File: config.mk
export PLATFORM = sky130hd
export DESIGN_NAME = fp_add_pipe6
export DESIGN_NICKNAME = d
export VERILOG_FILES = /design/src/rtl/fpadd_pkg.sv /design/src/rtl/fpadd_lzc.sv /design/src/rtl/fpadd_order.sv /design/src/rtl/fpadd_norm.sv /design/src/rtl/fp_add_pipe6.sv
export SDC_FILE = /design/constraint.sdc
export NUM_CORES = 1
export LEC_CHECK = 0
export ABC_AREA = 1
export ABC_CLOCK_PERIOD_IN_PS = 3500
export BUFFER_PORTS_ARGS = -buffer_cell sky130_fd_sc_hd__buf_4
export CORE_ASPECT_RATIO = 1.4
export CORE_MARGIN = 5
export CORE_UTILIZATION = 55
export CTS_BUF_LIST = sky130_fd_sc_hd__clkbuf_8
export DETAILED_ROUTE_END_ITERATION = 12
export PLACE_DENSITY_LB_ADDON = 0.15
export SETUP_SLACK_MARGIN = 0.3
export SLEW_MARGIN = 30
export SYNTH_ARGS = -nofsm -noshare
export SYNTH_HDL_FRONTEND = slang
export SYNTH_SLANG_ARGS = --single-unit
File: constraint.sdc
create_clock -name clk -period 3.5 [get_ports clk]
set_input_delay 0.35 -clock clk [delete_from_list [all_inputs] [get_ports clk]]
set_output_delay 0.35 -clock clk [all_outputs]
set_load 0.01 [all_outputs]
File: src/rtl/fpadd_pkg.sv
package fpadd_pkg;

    // Normalization action chosen in stage 5
    typedef enum logic [1:0] {
        NORM_KEEP  = 2'd0,
        NORM_RIGHT = 2'd1,
        NORM_LEFT  = 2'd2,
        NORM_ZERO  = 2'd3
    } norm_act_e;

    localparam int DEF_EXP_W  = 8;
    localparam int DEF_FRAC_W = 23;

endpackage

File: src/rtl/fpadd_lzc.sv
module fpadd_lzc #(
    parameter int W  = 24,
    parameter int CW = 5
) (
    input  logic [W-1:0]  vec,
    output logic [CW-1:0] count
);

    // The highest set bit wins because the loop runs upward from bit 0.
    always_comb begin
        count = CW'(W);
        for (int i = 0; i < W; i++) begin
            if (vec[i]) begin
                count = CW'(W - 1 - i);
            end
        end
    end

endmodule

File: src/rtl/fpadd_order.sv
module fpadd_order #(
    parameter int EXP_W  = 8,
    parameter int MANT_W = 24
) (
    input  logic              a_sign,
    input  logic [EXP_W-1:0]  a_exp,
    input  logic [MANT_W-1:0] a_mant,
    input  logic              b_sign,
    input  logic [EXP_W-1:0]  b_exp,
    input  logic [MANT_W-1:0] b_mant,
    output logic              big_sign,
    output logic [EXP_W-1:0]  big_exp,
    output logic [MANT_W-1:0] big_mant,
    output logic [MANT_W-1:0] small_mant,
    output logic [EXP_W-1:0]  exp_diff,
    output logic              eff_sub
);

    logic a_is_big;

    // Magnitude order: exponent first, then significand.
    // On a tie, operand a is taken as the larger one.
    assign a_is_big = {a_exp, a_mant} >= {b_exp, b_mant};

    always_comb begin
        if (a_is_big) begin
            big_sign   = a_sign;
            big_exp    = a_exp;
            big_mant   = a_mant;
            small_mant = b_mant;
            exp_diff   = a_exp - b_exp;
        end else begin
            big_sign   = b_sign;
            big_exp    = b_exp;
            big_mant   = b_mant;
            small_mant = a_mant;
            exp_diff   = b_exp - a_exp;
        end
        eff_sub = a_sign ^ b_sign;
    end

endmodule

File: src/rtl/fpadd_norm.sv
module fpadd_norm
    import fpadd_pkg::*;
#(
    parameter int EXP_W  = 8,
    parameter int MANT_W = 24
) (
    input  logic              sign_in,
    input  logic [EXP_W-1:0]  exp_in,
    input  logic [MANT_W:0]   sum_in,
    output norm_act_e         act,
    output logic              sign_out,
    output logic [EXP_W-1:0]  exp_out,
    output logic [MANT_W-1:0] mant_out
);

    localparam int LZ_W = $clog2(MANT_W + 1);

    logic [LZ_W-1:0] lead_zeros;

    fpadd_lzc #(
        .W  (MANT_W),
        .CW (LZ_W)
    ) u_lzc (
        .vec   (sum_in[MANT_W-1:0]),
        .count (lead_zeros)
    );

    // Action selection
    always_comb begin
        if (sum_in == '0) begin
            act = NORM_ZERO;
        end else if (sum_in[MANT_W]) begin
            act = NORM_RIGHT;
        end else if (sum_in[MANT_W-1]) begin
            act = NORM_KEEP;
        end else begin
            act = NORM_LEFT;
        end
    end

    // Result for each action
    always_comb begin
        sign_out = sign_in;
        exp_out  = exp_in;
        mant_out = sum_in[MANT_W-1:0];
        unique case (act)
            NORM_KEEP: begin
                mant_out = sum_in[MANT_W-1:0];
            end
            NORM_RIGHT: begin
                // carry out; the lowest bit is dropped
                mant_out = sum_in[MANT_W:1];
                exp_out  = exp_in + 1'b1;
            end
            NORM_LEFT: begin
                // left shift by the leading-zero count, flush on underflow
                if (exp_in > EXP_W'(lead_zeros)) begin
                    mant_out = sum_in[MANT_W-1:0] << lead_zeros;
                    exp_out  = exp_in - EXP_W'(lead_zeros);
                end else begin
                    sign_out = 1'b0;
                    exp_out  = '0;
                    mant_out = '0;
                end
            end
            NORM_ZERO: begin
                // positive zero
                sign_out = 1'b0;
                exp_out  = '0;
                mant_out = '0;
            end
        endcase
    end

endmodule

File: src/rtl/fp_add_pipe6.sv
module fp_add_pipe6
    import fpadd_pkg::*;
#(
    parameter int EXP_W  = DEF_EXP_W,
    parameter int FRAC_W = DEF_FRAC_W
) (
    input  logic                    clk,
    input  logic                    rst_n,
    input  logic                    in_valid,
    input  logic [EXP_W+FRAC_W:0]   in_a,
    input  logic [EXP_W+FRAC_W:0]   in_b,
    output logic                    out_valid,
    output logic [EXP_W+FRAC_W:0]   out_sum
);

    localparam int WORD_W  = 1 + EXP_W + FRAC_W;
    localparam int MANT_W  = FRAC_W + 1;
    localparam int STAGES  = 6;
    localparam int CNT_W   = $clog2(STAGES + 1);

    // ---------------- valid chain ----------------
    logic [STAGES:1] vld;

    always_ff @(posedge clk or negedge rst_n) begin
        if (!rst_n) begin
            vld <= '0;
        end else begin
            vld <= {vld[STAGES-1:1], in_valid};
        end
    end

    assign out_valid = vld[STAGES];

    // ---------------- stage 1: unpack ----------------
    logic              s1_a_sign, s1_b_sign;
    logic [EXP_W-1:0]  s1_a_exp, s1_b_exp;
    logic [MANT_W-1:0] s1_a_mant, s1_b_mant;
    logic [EXP_W-1:0]  a_exp_fld, b_exp_fld;

    assign a_exp_fld = in_a[FRAC_W +: EXP_W];
    assign b_exp_fld = in_b[FRAC_W +: EXP_W];

    always_ff @(posedge clk) begin
        s1_a_sign <= in_a[WORD_W-1];
        s1_b_sign <= in_b[WORD_W-1];
        s1_a_exp  <= a_exp_fld;
        s1_b_exp  <= b_exp_fld;
        s1_a_mant <= (a_exp_fld == '0) ? '0 : {1'b1, in_a[FRAC_W-1:0]};
        s1_b_mant <= (b_exp_fld == '0) ? '0 : {1'b1, in_b[FRAC_W-1:0]};
    end

    // ---------------- stage 2: compare exponents ----------------
    logic              ord_big_sign, ord_sub;
    logic [EXP_W-1:0]  ord_big_exp, ord_diff;
    logic [MANT_W-1:0] ord_big_mant, ord_small_mant;

    fpadd_order #(
        .EXP_W  (EXP_W),
        .MANT_W (MANT_W)
    ) u_order (
        .a_sign     (s1_a_sign),
        .a_exp      (s1_a_exp),
        .a_mant     (s1_a_mant),
        .b_sign     (s1_b_sign),
        .b_exp      (s1_b_exp),
        .b_mant     (s1_b_mant),
        .big_sign   (ord_big_sign),
        .big_exp    (ord_big_exp),
        .big_mant   (ord_big_mant),
        .small_mant (ord_small_mant),
        .exp_diff   (ord_diff),
        .eff_sub    (ord_sub)
    );

    logic              s2_sign, s2_sub;
    logic [EXP_W-1:0]  s2_exp, s2_diff;
    logic [MANT_W-1:0] s2_big, s2_small;

    always_ff @(posedge clk) begin
        s2_sign  <= ord_big_sign;
        s2_sub   <= ord_sub;
        s2_exp   <= ord_big_exp;
        s2_diff  <= ord_diff;
        s2_big   <= ord_big_mant;
        s2_small <= ord_small_mant;
    end

    // ---------------- stage 3: align ----------------
    logic              s3_sign, s3_sub;
    logic [EXP_W-1:0]  s3_exp;
    logic [MANT_W-1:0] s3_big, s3_small;

    always_ff @(posedge clk) begin
        s3_sign  <= s2_sign;
        s3_sub   <= s2_sub;
        s3_exp   <= s2_exp;
        s3_big   <= s2_big;
        s3_small <= (int'(s2_diff) >= MANT_W) ? '0 : (s2_small >> s2_diff);
    end

    // ---------------- stage 4: add or subtract ----------------
    logic              s4_sign;
    logic [EXP_W-1:0]  s4_exp;
    logic [MANT_W:0]   s4_sum;

    always_ff @(posedge clk) begin
        s4_sign <= s3_sign;
        s4_exp  <= s3_exp;
        if (s3_sub) begin
            s4_sum <= {1'b0, s3_big} - {1'b0, s3_small};
        end else begin
            s4_sum <= {1'b0, s3_big} + {1'b0, s3_small};
        end
    end

    // ---------------- stage 5: normalize ----------------
    norm_act_e         nrm_act;
    logic              nrm_sign;
    logic [EXP_W-1:0]  nrm_exp;
    logic [MANT_W-1:0] nrm_mant;

    fpadd_norm #(
        .EXP_W  (EXP_W),
        .MANT_W (MANT_W)
    ) u_norm (
        .sign_in  (s4_sign),
        .exp_in   (s4_exp),
        .sum_in   (s4_sum),
        .act      (nrm_act),
        .sign_out (nrm_sign),
        .exp_out  (nrm_exp),
        .mant_out (nrm_mant)
    );

    logic              s5_sign;
    logic [EXP_W-1:0]  s5_exp;
    logic [MANT_W-1:0] s5_mant;
    norm_act_e         s5_act;

    always_ff @(posedge clk) begin
        s5_sign <= nrm_sign;
        s5_exp  <= nrm_exp;
        s5_mant <= nrm_mant;
        s5_act  <= nrm_act;
    end

    // ---------------- stage 6: pack ----------------
    always_ff @(posedge clk) begin
        out_sum <= {s5_sign, s5_exp, s5_mant[FRAC_W-1:0]};
    end

    // ---------------- checks ----------------
    logic [CNT_W-1:0] since_rst;

    always_ff @(posedge clk or negedge rst_n) begin
        if (!rst_n) begin
            since_rst <= '0;
        end else if (since_rst != CNT_W'(STAGES)) begin
            since_rst <= since_rst + 1'b1;
        end
    end

    assert_latency_R2: assert property (@(posedge clk) disable iff (!rst_n)
        (since_rst == CNT_W'(STAGES)) |-> (out_valid == $past(in_valid, 6)));

    assert_order_R6: assert property (@(posedge clk) disable iff (!rst_n)
        vld[3] |-> (s3_big >= s3_small));

    assert_align_R5: assert property (@(posedge clk) disable iff (!rst_n)
        (vld[3] && (int'($past(s2_diff)) >= MANT_W)) |-> (s3_small == '0));

    assert_norm_lead_R7: assert property (@(posedge clk) disable iff (!rst_n)
        (vld[5] && s5_exp != '0) |-> s5_mant[MANT_W-1]);

    assert_norm_act_R4: assert property (@(posedge clk) disable iff (!rst_n)
        (vld[5] && s5_act == NORM_ZERO) |-> (s5_exp == '0 && !s5_sign));

    assert_zero_pos_R9: assert property (@(posedge clk) disable iff (!rst_n)
        (out_valid && out_sum[FRAC_W +: EXP_W] == '0) |-> (out_sum == '0));

endmodule

==> results of run 1 <==
cells in the final DEF, fill, tap and decap left out, types with 6 or more instances in the layout:
master | synthesis | final
o21bai_1 | 6 | 6
buf_4 | 0 | 176
o211ai_1 | 10 | 10
a21oi_2 | 0 | 10
ha_1 | 70 | 65
nand3_2 | 3 | 7
a21oi_1 | 77 | 67
nor4_1 | 7 | 6
xor2_1 | 37 | 36
nor3_1 | 15 | 7
o221ai_2 | 0 | 7
nand3_1 | 131 | 127
dlygate4sd3_1 | 0 | 49
dfrtp_1 | 6 | 6
nand4_1 | 16 | 16
nor2_1 | 118 | 117
o21ai_0 | 150 | 144
dfxtp_1 | 288 | 283
inv_1 | 211 | 223
nand2_1 | 375 | 367
nand2_2 | 8 | 16
clkbuf_8 | 0 | 53
o22ai_1 | 11 | 11
inv_2 | 5 | 7
o21ai_2 | 0 | 7
xnor2_1 | 18 | 18
worst max-delay path by stage:
stage | cells after the start | from | to | slack, ns
3_5_place_dp | 20 | s3_small[2]$_SDFF_PP0_ | s4_sum[24]$_DFF_P_ | -0.13
2_1_floorplan | 42 | s4_sum[1]$_DFF_P_ | s5_mant[16]$_DFF_P_ | 0.12
5_1_grt | 40 | s4_sum[1]$_DFF_P_ | s5_mant[2]$_DFF_P_ | -0.26
3_3_place_gp | 20 | s3_small[2]$_SDFF_PP0_ | s4_sum[24]$_DFF_P_ | -0.04
6_report | 40 | s4_sum[1]$_DFF_P_ | s5_mant[2]$_DFF_P_ | 0.05
4_1_cts | 40 | s4_sum[1]$_DFF_P_ | s5_mant[4]$_DFF_P_ | 0.09
flip-flops by register name, summed over array words and instances, names as in the netlist, 23 cells and up:
name	count
s3_big	24
s1_a_mant	24
out_sum	32
s2_small	24
s4_sum	25
s5_mant	23
s1_b_mant	24
s2_big	24
s3_small	24
kinds of logic (layout without fill, tap and decap cells):
family	after synthesis	count (layout)	share of synthesized area, %
flops	294	294	45.3
buf+inv	281	527	8.32
simple gates	686	686	22.2
xor+xnor	55	55	3.69
compound gates	302	302	13.0
mux	2	2	0.153
fa+ha+maj	74	74	7.32
worst max-delay path, delay by kind of cell, from the launching register on:
kind | cells | cell delay (ns)
compound gates | 2 | 0.26
fa+ha+maj | 2 | 0.36
buf+inv | 6 | 0.46
flops | 1 | 0.34
simple gates | 30 | 1.90
repair_timing:
item                                    in CTS  in global routing
resized for setup                           32                 40
setup buffers                               13                  4
hold endpoints to repair                    54                  0
endpoints found under the setup margin      37                 55
hold buffers                                49                  0
pin swaps                                   22                 13
per-stage QoR:
step           instances  total power (uW)  hold WS (ns)  setup TNS (ns)  setup WS [ns]
5_1_grt             2246             15200     -0.000444           -4.88         -0.260
4_1_cts             2242             14000      0.000283               0         0.0927
3_3_place_gp        2102             10900         0.155         -0.0418        -0.0418
6_report            2246             14200        0.0235               0         0.0514
3_5_place_dp        2102             11000         0.159          -0.185         -0.133
2_1_floorplan       1694              8760        0.0544               0          0.120
metal layers:
metal | global-route usage, % | up-vias | share of wire, %
met5 | 0 | - | 0
met4 | 16.7 | 0 | 6.9
met3 | 3.59 | 125 | 4.1
met2 | 50.6 | 353 | 54
met1 | 25.0 | 5303 | 35
li1 | - | 5936 | -
area by class of cell:
cell class                      instances  share of cell area, %
Timing Repair Buffer                  230                   11.5
Inverter                              219                   5.11
Clock inverter                         25                  0.716
Multi-Input combinational cell       1119                   39.4
Clock buffer                           53                   4.49
Tap cell                              306                   2.36
Sequential cell                       294                   36.5
report_power, final:
| part | total (uW) | switching [uW] | leakage (uW) | internal (uW) |
|---|---|---|---|---|
| sequential | 4630 | 451 | 0.00249 | 4180 |
| combinational | 6950 | 4130 | 0.00493 | 2830 |
| clock | 2630 | 1250 | 0.000497 | 1380 |
| total | 14200 | 5830 | 0.00792 | 8380 |
==> impl_metrics.tcl, run 1 <==
set metrics [dict create \
    status "completed" \
    rsz0062_at_grt "true" \
    final.min_clock_period_ns 3.45 \
    syn_inst 1694 \
    num_io_pins 100 \
    fillers 1918 \
    crit_arrival_ns 3.91 \
    ant_nets 0 \
    hold_depth 3 \
    synth_top_area_cell "dfxtp_1" \
    hp-class "input port to register" \
    stdcell_area_mm2 0.0162 \
    antenna_found_initial 0 \
    syn_avg_cell_area_um2 7.71 \
    fin_skew_ns 0.0286 \
    slew_violations 0 \
    synth_cell_types 50 \
    ys_ff_latch 294 \
    dp_hpwl_um 26200 \
    cts_buffers 44 \
    synthToLayoutAreaGrowth_pct 24.4 \
    r2r-start "s4_sum[1]$_DFF_P_" \
    drc 0 \
    irDropWorstVdd_mv 0.434 \
    dieArea_mm2 0.0270 \
    wl_per_cell_um 15.6 \
    clk_pin_slew_ns 0.07 \
    critPathKind "register to register" \
    drive_above_1_share_pct 17.4 \
    grt_pass1_wl_um 56100 \
    r2r_slack_ns 0.05 \
    antenna_cells 0 \
    cts.path.max_buffers 3 \
    cpMaxStageDelayCell "dfxtp_2" \
    netlist_top_cells_count "nand2_1 (375), dfxtp_1 (288), inv_1 (211)" \
    grt_overflow_total 0 \
    via_per_inst 5.22 \
    synth_edf_count 0 \
    core-area_mm2 0.0233 \
    postSynthNetCount 1835 \
    final_net_count 2049 \
    start_util_pct 56.1 \
    critPathMaxFanout 8 \
    synth_ff_type "dfxtp_1" \
    htreeDepth 2 \
    yosysSeqAreaShare_pct 45.3 \
    ys_warn_count 0 \
    period_share_pct 98.5 \
    max_slew_margin_pct 42.9 \
    critPathMaxStageDelay_ns 0.34 \
    synth_area_leaders "dfxtp_1 (44%), nand2_1 (11%), ha_1 (6.7%)" \
    setup_viol 0 \
    max_cap_viol_count 0 \
    power_density_mw_per_mm2 875 \
    grt_pass1_vias 11796 \
    async_reset_ff_share_pct 2.04 \
    worst_pin_slew_ns 0.856 \
    cts.sinks 294 \
    r2r_end "s5_mant[2]$_DFF_P_" \
    die_x_um 140 \
    hold_viol_final 0 \
    syn_area_mm2 0.0131 \
    postLayoutCoreUtil_pct 69.8 \
    placed_area_mm2 0.0145 \
    reg2regPathDepth 40 \
    crit_path_frequent_cell "nand2_1" \
    min_to "s1_a_mant[21]$_SDFF_PN0_" \
    drt_iter0_markers 713 \
    dr_total_vias 11717 \
    grt_max_degree 64 \
    rows 66 \
    wirelength_um 35100 \
    netlist.area_leader.share_pct 44.2 \
    register_area_mm2 0.00592 \
    yosysMostFrequentCell "nand2_1" \
    multi_input_area_mm2 0.00639 \
    first_pass_iters 6 \
    clock.fmax_mhz 290 \
    cp-start-kind "register" \
    leakagePower_uw 0.00792 \
    cts_tree "built" \
    cts-root-buf "clkbuf_8" \
    clkLatencyLatePin_ns 0.56 \
    hold_start "in_a[21]" \
    die_y_um 192 \
    globalplace.congestion 0.976 \
    endpoint_kind "register" \
    critical_path_required_ns 3.96 \
    grt_usage_pct 25.9 \
    io_buffers 99 \
]
Power figures use the tool's default switching activity.
==> inputs of run 2 (changes only) <==
Settings changed: ABC_AREA 1 to not set.
==> run 2 against run 1 <==
- the run now ends with negative setup slack left
- global-route usage is 2.3 points lower
- first-iteration DRC count decreased by 32%
- non-clock buffer count rose by 67
- final cell count is 8.8% lower
- total power is 2.5% higher
- sequential share of layout area shrank 2.0 points
- clock skew is 0.019 ns lower
- die area increased by 1.2%
- worst setup slack worse by 0.20 ns
- synthesized area rose by 1.3%
- clock power fell by 2%
- critical endpoint is now s5_exp[6]$_DFF_P_
==> impl_metrics.tcl, run 2 <==
set metrics [dict create \
    syn_area_mm2 0.0132 \
    setup_viol 23 \
    fin_cells 2049 \
    slew_violations 0 \
    critPathMaxFanout 6 \
    synthToLayoutAreaGrowth_pct 30.1 \
    stdcell_area_mm2 0.0172 \
    synth_edf_count 0 \
    core-area_mm2 0.0238 \
    largest_reg_flops 32 \
    top_regs "out_sum (32), s4_sum (25)" \
    rsz0062_at_grt "true" \
    crit_buf_inv 4 \
    crit_arrival_ns 4.07 \
    cts-root-buf "clkbuf_8" \
    drc 0 \
    syn_avg_cell_area_um2 9.19 \
    cp_top_family "compound AO/OA/AOI/OAI gates" \
    grt_overflow_total 0 \
    worst_pin_slew_ns 0.827 \
    rows 67 \
    syn_inst 1439 \
    final.min_clock_period_ns 3.65 \
    numPlacedInstances 1878 \
    cpMaxStageDelayCell "fa_2" \
    grt_pass1_vias 11038 \
    grt_pass1_wl_um 52500 \
    hp-class "input port to asynchronous set/reset pin" \
    start_util_pct 55.5 \
    wl_per_cell_um 16.4 \
    irDropWorstVdd_mv 0.503 \
    synth-simple-area-share_pct 15.1 \
    leakagePower_uw 0.00755 \
    synth_compound_area_share_pct 16.3 \
    globalplace.congestion 0.944 \
    first_pass_iters 5 \
    netlist_top_cells_count "dfxtp_1 (288), nand2_1 (145), nor2_1 (121)" \
    final_cell_mix "dfxtp_1 (276), buf_4 (217), nand2_1 (138), nor2_1 (116), inv_1 (78)" \
    clock.fmax_mhz 274 \
    max_slew_margin_pct 44.8 \
    crit_chain "nand2b_4 > a221oi_4 > o31ai_2 > a2111oi_2 > buf_4 > o41ai_4 > bufinv_8 > ha_4 > inv_4 > fa_2 > a21o_1 > a21o_1 > a21oi_2 > a31oi_2 > o22ai_4 > buf_6 > a21oi_1 > o21a_1 > a311oi_1 > a21oi_1" \
    status "finished, violations left" \
    drt_iter0_markers 482 \
    endpoint_kind "register" \
    ant_nets 0 \
    grt_usage_pct 23.6 \
    cts.path.max_buffers 3 \
    cts.sinks 294 \
    grt_max_degree 73 \
    critical_path_required_ns 3.93 \
    clk_pin_slew_ns 0.06 \
    die_x_um 141 \
    ys_ff_latch 294 \
    fillers 1777 \
    critPathLaunch "s4_sum[1]$_DFF_P_" \
    r2r_end "s5_exp[6]$_DFF_P_" \
    wirelength_um 33600 \
    r2r_slack_ns -0.15 \
    power_density_mw_per_mm2 847 \
    via_per_inst 5.38 \
    reg2regPathDepth 20 \
    clkLatencyLatePin_ns 0.55 \
    num_io_pins 100 \
    dr_total_vias 11033 \
    synth-xor-area-share_pct 4.04 \
    die_y_um 193 \
    yosysSeqAreaShare_pct 44.7 \
    final_net_count 1850 \
    synth_fa_ha_area_share_pct 7.23 \
    critPathMaxStageDelay_ns 0.35 \
    ys_warn_count 0 \
    yosysMostFrequentCell "dfxtp_1" \
    whs_ns 0.139 \
    cts_buffers 43 \
    violations "negative setup slack" \
    drive_above_1_share_pct 26.5 \
    htreeDepth 2 \
    synth_ff_type "dfxtp_1" \
    synth_area_leaders "dfxtp_1 (44%), ha_1 (6.6%), mux2i_1 (4.2%)" \
    synth_cell_types 76 \
    layout_commonest_cell "dfxtp_1" \
    placed_area_mm2 0.0149 \
    postSynthNetCount 1580 \
    async_reset_ff_share_pct 2.04 \
    fin_skew_ns 0.00999 \
    cp-start-kind "register" \
    r2r-start "s4_sum[1]$_DFF_P_" \
    dp_hpwl_um 24300 \
    netlist.area_leader.share_pct 43.6 \
    regMostFlops "out_sum" \
    io_buffers 99 \
    synth_top_family_by_area "compound AO/OA/AOI/OAI gates" \
    timing.final.ws_setup_ns -0.146 \
    dieArea_mm2 0.0273 \
    fin_setup_tns_ns -1.76 \
    cts_tree "built" \
    hold_viol_final 0 \
    synth_top_area_cell "dfxtp_1" \
    antenna_cells 0 \
    critPathKind "register to register" \
    post-place-ws_ns -0.291 \
    period_share_pct 104 \
    antenna_found_initial 0 \
    muxShareOfSynthArea_pct 7.85 \
    max_cap_viol_count 0 \
]
-- run 2: report_power, final --
part	switching [uW]	leakage, uW	internal, uW	total [uW]
Sequential	499	0.00249	4170	4670
Clock	1220	0.000478	1370	2590
Combinational	3880	0.00458	3420	7310
Total	5600	0.00755	8970	14600
-- run 2: worst max path at each step --
stage / to / slack (ns) / cells past startpoint
finish: s5_exp[6]$_DFF_P_ / -0.15 / 20
global route: s5_exp[6]$_DFF_P_ / -0.30 / 20
CTS: s5_exp[6]$_DFF_P_ / -0.14 / 20
detailed placement: s5_mant[3]$_DFF_P_ / -0.29 / 18
global placement: s5_mant[3]$_DFF_P_ / -0.19 / 18
floorplan: s5_mant[10]$_DFF_P_ / -0.36 / 21
-- run 2: logic make-up after synthesis --
kind of cell	after synthesis
XOR/XNOR	61
multiplexers	98
adder cells (fa/ha/maj)	74
flip-flops	294
AO/OA/AOI/OAI	332
buffers and inverters	148
AND/OR/NAND/NOR	432
-- run 2: worst reg2reg max path: stages (launching register included) --
cell and delay, ns:
dfxtp_2 0.31, nand2b_4 0.14, a221oi_4 0.26, o31ai_2 0.10, a2111oi_2 0.31, buf_4 0.20, o41ai_4 0.07, bufinv_8 0.19
ha_4 0.13, inv_4 0.03, fa_2 0.35, a21o_1 0.17, a21o_1 0.18, a21oi_2 0.18, a31oi_2 0.07, o22ai_4 0.18
buf_6 0.16, a21oi_1 0.04, o21a_1 0.17, a311oi_1 0.20, a21oi_1 0.06
-- run 2: per-stage QoR --
stage | power, uW | utilization (%)
after floorplan | 8700 | -
after global placement | 10900 | 62.5
after detailed placement | 10900 | 62.5
after CTS | 13900 | 70.0
after global routing | 15500 | 72.2
final | 14600 | 72.2
-- run 2: layout make-up --
cell class	count	area [um2]	share of cell area [%]
clock buffers	53	729	4.24
clock inverters	22	108	0.626
inverters	76	305	1.77
multi-input cells	997	7270	42.3
flip-flops and latches	294	5930	34.5
well taps	310	388	2.26
repair buffers	297	2470	14.4
-- run 2: per-layer routing --
metal | part of all wire (%) | vias up | track usage, % | routed length, um
met5 | 0 | - | 0 | 0
li1 | - | 5546 | - | -
met3 | 3.3 | 108 | 3.24 | 1100
met4 | 5.4 | 0 | 12.4 | 1810
met2 | 55 | 249 | 46.3 | 18500
met1 | 36 | 5130 | 23.2 | 12200
-- run 2: what timing repair did --
item / in CTS / in global routing
hold buffers: 66 / 0
pin swaps: 32 / 54
gates resized for setup: 41 / 93
endpoints found under the setup margin: 44 / 64
endpoints found under the hold margin: 71 / 0
setup buffers: 13 / 17
gates cloned: 0 / 0
==> inputs of run 3 (changes only) <==
Settings changed: REMOVE_ABC_BUFFERS set to 1.
==> run 3 against run 2 <==
- the run still ends with negative setup slack left
- hold slack worse by 0.014 ns
- flip-flop and latch count is the same
- sequential power about the same
- register-to-register slack gained 0.07 ns
- via count grew 0.49%
- sequential share of layout area shrank 0.21 points
- non-clock buffer count increased by 19
- global-route usage rose by 0.48 points
- routed wire length down 0.22%
- critical path depth down 1
- die area stayed put
- largest cell class unchanged
- largest power group unchanged
- highest routed layer unchanged
==> impl_metrics.tcl, run 3 (synthesis gave the netlist of run 2 again) <==
set metrics [dict create \
    critPathMaxFanout 5 \
    critPathLaunch "s4_sum[18]$_DFF_P_" \
    p_comb_share_pct 48.5 \
    cts.path.max_buffers 3 \
    power_frac_clock_pct 19.7 \
    wirelength_um 33500 \
    max_slew_margin_pct 48.0 \
    violations "negative setup slack" \
    via_per_inst 5.36 \
    switching_power_uw 5460 \
    clk_pin_slew_ns 0.06 \
    regMostFlops "out_sum" \
    fillers 1775 \
    hp-class "input port to asynchronous set/reset pin" \
    cts_tree "built" \
    max_cap_viol_count 0 \
    fin_skew_ns 0.0123 \
    largest_reg_flops 32 \
    endpoint_kind "register" \
    sequentialPowerShare_pct 31.8 \
    drt_iter0_markers 511 \
    hold_viol_final 0 \
    synthToLayoutAreaGrowth_pct 30.8 \
    final_net_count 1868 \
    die_y_um 193 \
    cp_top_family "compound AO/OA/AOI/OAI gates" \
    final_cell_mix "dfxtp_1 (279), buf_4 (232), nand2_1 (138), nor2_1 (111)" \
    r2r-start "s4_sum[18]$_DFF_P_" \
    setup_viol 11 \
    cts.sinks 294 \
    stdcell_area_mm2 0.0173 \
    dp_hpwl_um 24000 \
    critPathKind "register to register" \
    fin_setup_tns_ns -0.415 \
    crit_buf_inv 5 \
    clock.fmax_mhz 280 \
    whs_ns 0.125 \
    r2r_slack_ns -0.07 \
    crit_arrival_ns 4.07 \
    irDropWorstVdd_mv 0.449 \
    globalplace.congestion 0.986 \
    num_io_pins 100 \
    final.min_clock_period_ns 3.57 \
    critPathMaxStageDelay_ns 0.49 \
    antenna_cells 0 \
    placed_area_mm2 0.0149 \
    drive_above_1_share_pct 26.6 \
    postLayoutCoreUtil_pct 72.6 \
    cts_buffers 42 \
    clkLatencyLatePin_ns 0.56 \
    r2r_end "s5_mant[22]$_DFF_P_" \
    rsz0062_at_grt "true" \
    antenna_found_initial 0 \
    io_buffers 99 \
    period_share_pct 102 \
    rows 67 \
    swShare_pct 37.3 \
    grt_max_degree 74 \
    leakagePower_uw 0.00765 \
    cp-start-kind "register" \
    ant_nets 0 \
    reg2regPathDepth 19 \
    die_x_um 141 \
    grt_usage_pct 24.0 \
    status "finished, violations left" \
    timing.final.ws_setup_ns -0.0712 \
    core-area_mm2 0.0238 \
    htreeDepth 2 \
    crit_chain "or3_1 > o221a_2 > o41ai_4 > buf_4 > clkinv_4 > ha_4 > inv_4 > fa_2 > a21o_1 > a21o_1 > a21oi_2 > a31oi_2 > o22ai_4 > or3_4 > buf_6 > buf_4 > a21oi_1 > nand2_1 > a21oi_2" \
    start_util_pct 55.5 \
    grt_pass1_wl_um 53400 \
    wl_per_cell_um 16.2 \
    layout_commonest_cell "dfxtp_1" \
    dr_total_vias 11087 \
    grt_overflow_total 0 \
    grt_pass1_vias 11181 \
    power_density_mw_per_mm2 846 \
    top_regs "out_sum (32), s4_sum (25)" \
    internal_power_uw 9170 \
    critical_path_required_ns 3.99 \
    worst-path-stages 19 \
    crit_end "s5_mant[22]$_DFF_P_" \
    cpMaxStageDelayCell "or3_1" \
    numPlacedInstances 1888 \
    cts-root-buf "clkbuf_8" \
    dieArea_mm2 0.0273 \
    worst_pin_slew_ns 0.779 \
    first_pass_iters 5 \
    drc 0 \
    fin_cells 2068 \
    slew_violations 0 \
]
[run 3: changes by cell type in the layout (fill, tap and decap cells not counted), moves of 4 or more]
cell | before | now
bufinv_16 | 0 | 4
o221ai_2 | 12 | 2
buf_4 | 217 | 232
nor2_1 | 116 | 111
a21oi_2 | 9 | 19
buf_6 | 11 | 17
a21oi_1 | 77 | 70
o221ai_1 | 1 | 11
[run 3: worst reg2reg max path, stage by stage, from the launching register on]
cell	delay, ns
dfxtp_1	0.30
or3_1	0.49
o221a_2	0.36
o41ai_4	0.07
buf_4	0.19
clkinv_4	0.05
ha_4	0.15
inv_4	0.05
fa_2	0.20
a21o_1	0.11
a21o_1	0.14
a21oi_2	0.08
a31oi_2	0.19
o22ai_4	0.10
or3_4	0.38
buf_6	0.16
buf_4	0.14
a21oi_1	0.12
nand2_1	0.08
a21oi_2	0.14
[run 3: area by class of cell]
class / instances / area (um2) / share of cell area, %
Clock buffer: 52 / 716 / 4.14
Clock inverter: 23 / 204 / 1.18
Inverter: 76 / 297 / 1.71
Multi-Input combinational cell: 997 / 7150 / 41.3
Sequential cell: 294 / 5930 / 34.3
Tap cell: 310 / 388 / 2.24
Timing Repair Buffer: 316 / 2610 / 15.1
[run 3: worst min path at each step]
stage / slack, ns / endpoint / cells after the start / startpoint
after global placement: 0.16 / vld[2]$_DFF_PN0_ / 1 / rst_n
after CTS: 0.09 / vld[5]$_DFF_PN0_ / 2 / rst_n
after floorplan: 0.05 / vld[1]$_DFF_PN0_ / 0 / rst_n
after global routing: 0.11 / vld[6]$_DFF_PN0_ / 2 / rst_n
after detailed placement: 0.16 / vld[1]$_DFF_PN0_ / 1 / rst_n
final: 0.13 / vld[1]$_DFF_PN0_ / 2 / rst_n
[run 3: power groups by stage]
stage | sequential, uW | clock [uW] | combinational, uW
3_5_place_dp | 4690 | 0 | 6140
6_report | 4640 | 2880 | 7100
5_1_grt | 4740 | 3090 | 7730
4_1_cts | 4640 | 2950 | 6550
2_1_floorplan | 4860 | 0 | 3600
3_3_place_gp | 4670 | 0 | 6110
[run 3: routing by layer]
layer,wire length (um),vias up,global-route usage [%]
met2,18400,273,46.7
met5,0,-,0
met1,11900,5114,23.4
met4,2030,0,14.1
met3,1210,111,3.53
li1,-,5589,-
[run 3: timing repair]
item                                    4_1_cts  5_1_grt
gates resized for setup                      63       74
endpoints found under the hold margin        71        0
endpoints found under the setup margin       38       66
hold buffers                                 66        0
buffers inserted                             18       21
gates cloned                                  0        0
pin swaps                                    47       54
[run 3: metrics by stage]
| stage | worst slack, ns | total power [uW] |
|---|---|---|
| 3_5_place_dp | -0.375 | 10800 |
| 5_1_grt | -0.289 | 15600 |
| 6_report | -0.0712 | 14600 |
| 2_1_floorplan | -3.11 | 8460 |
| 4_1_cts | -0.114 | 14100 |
| 3_3_place_gp | -0.272 | 10800 |
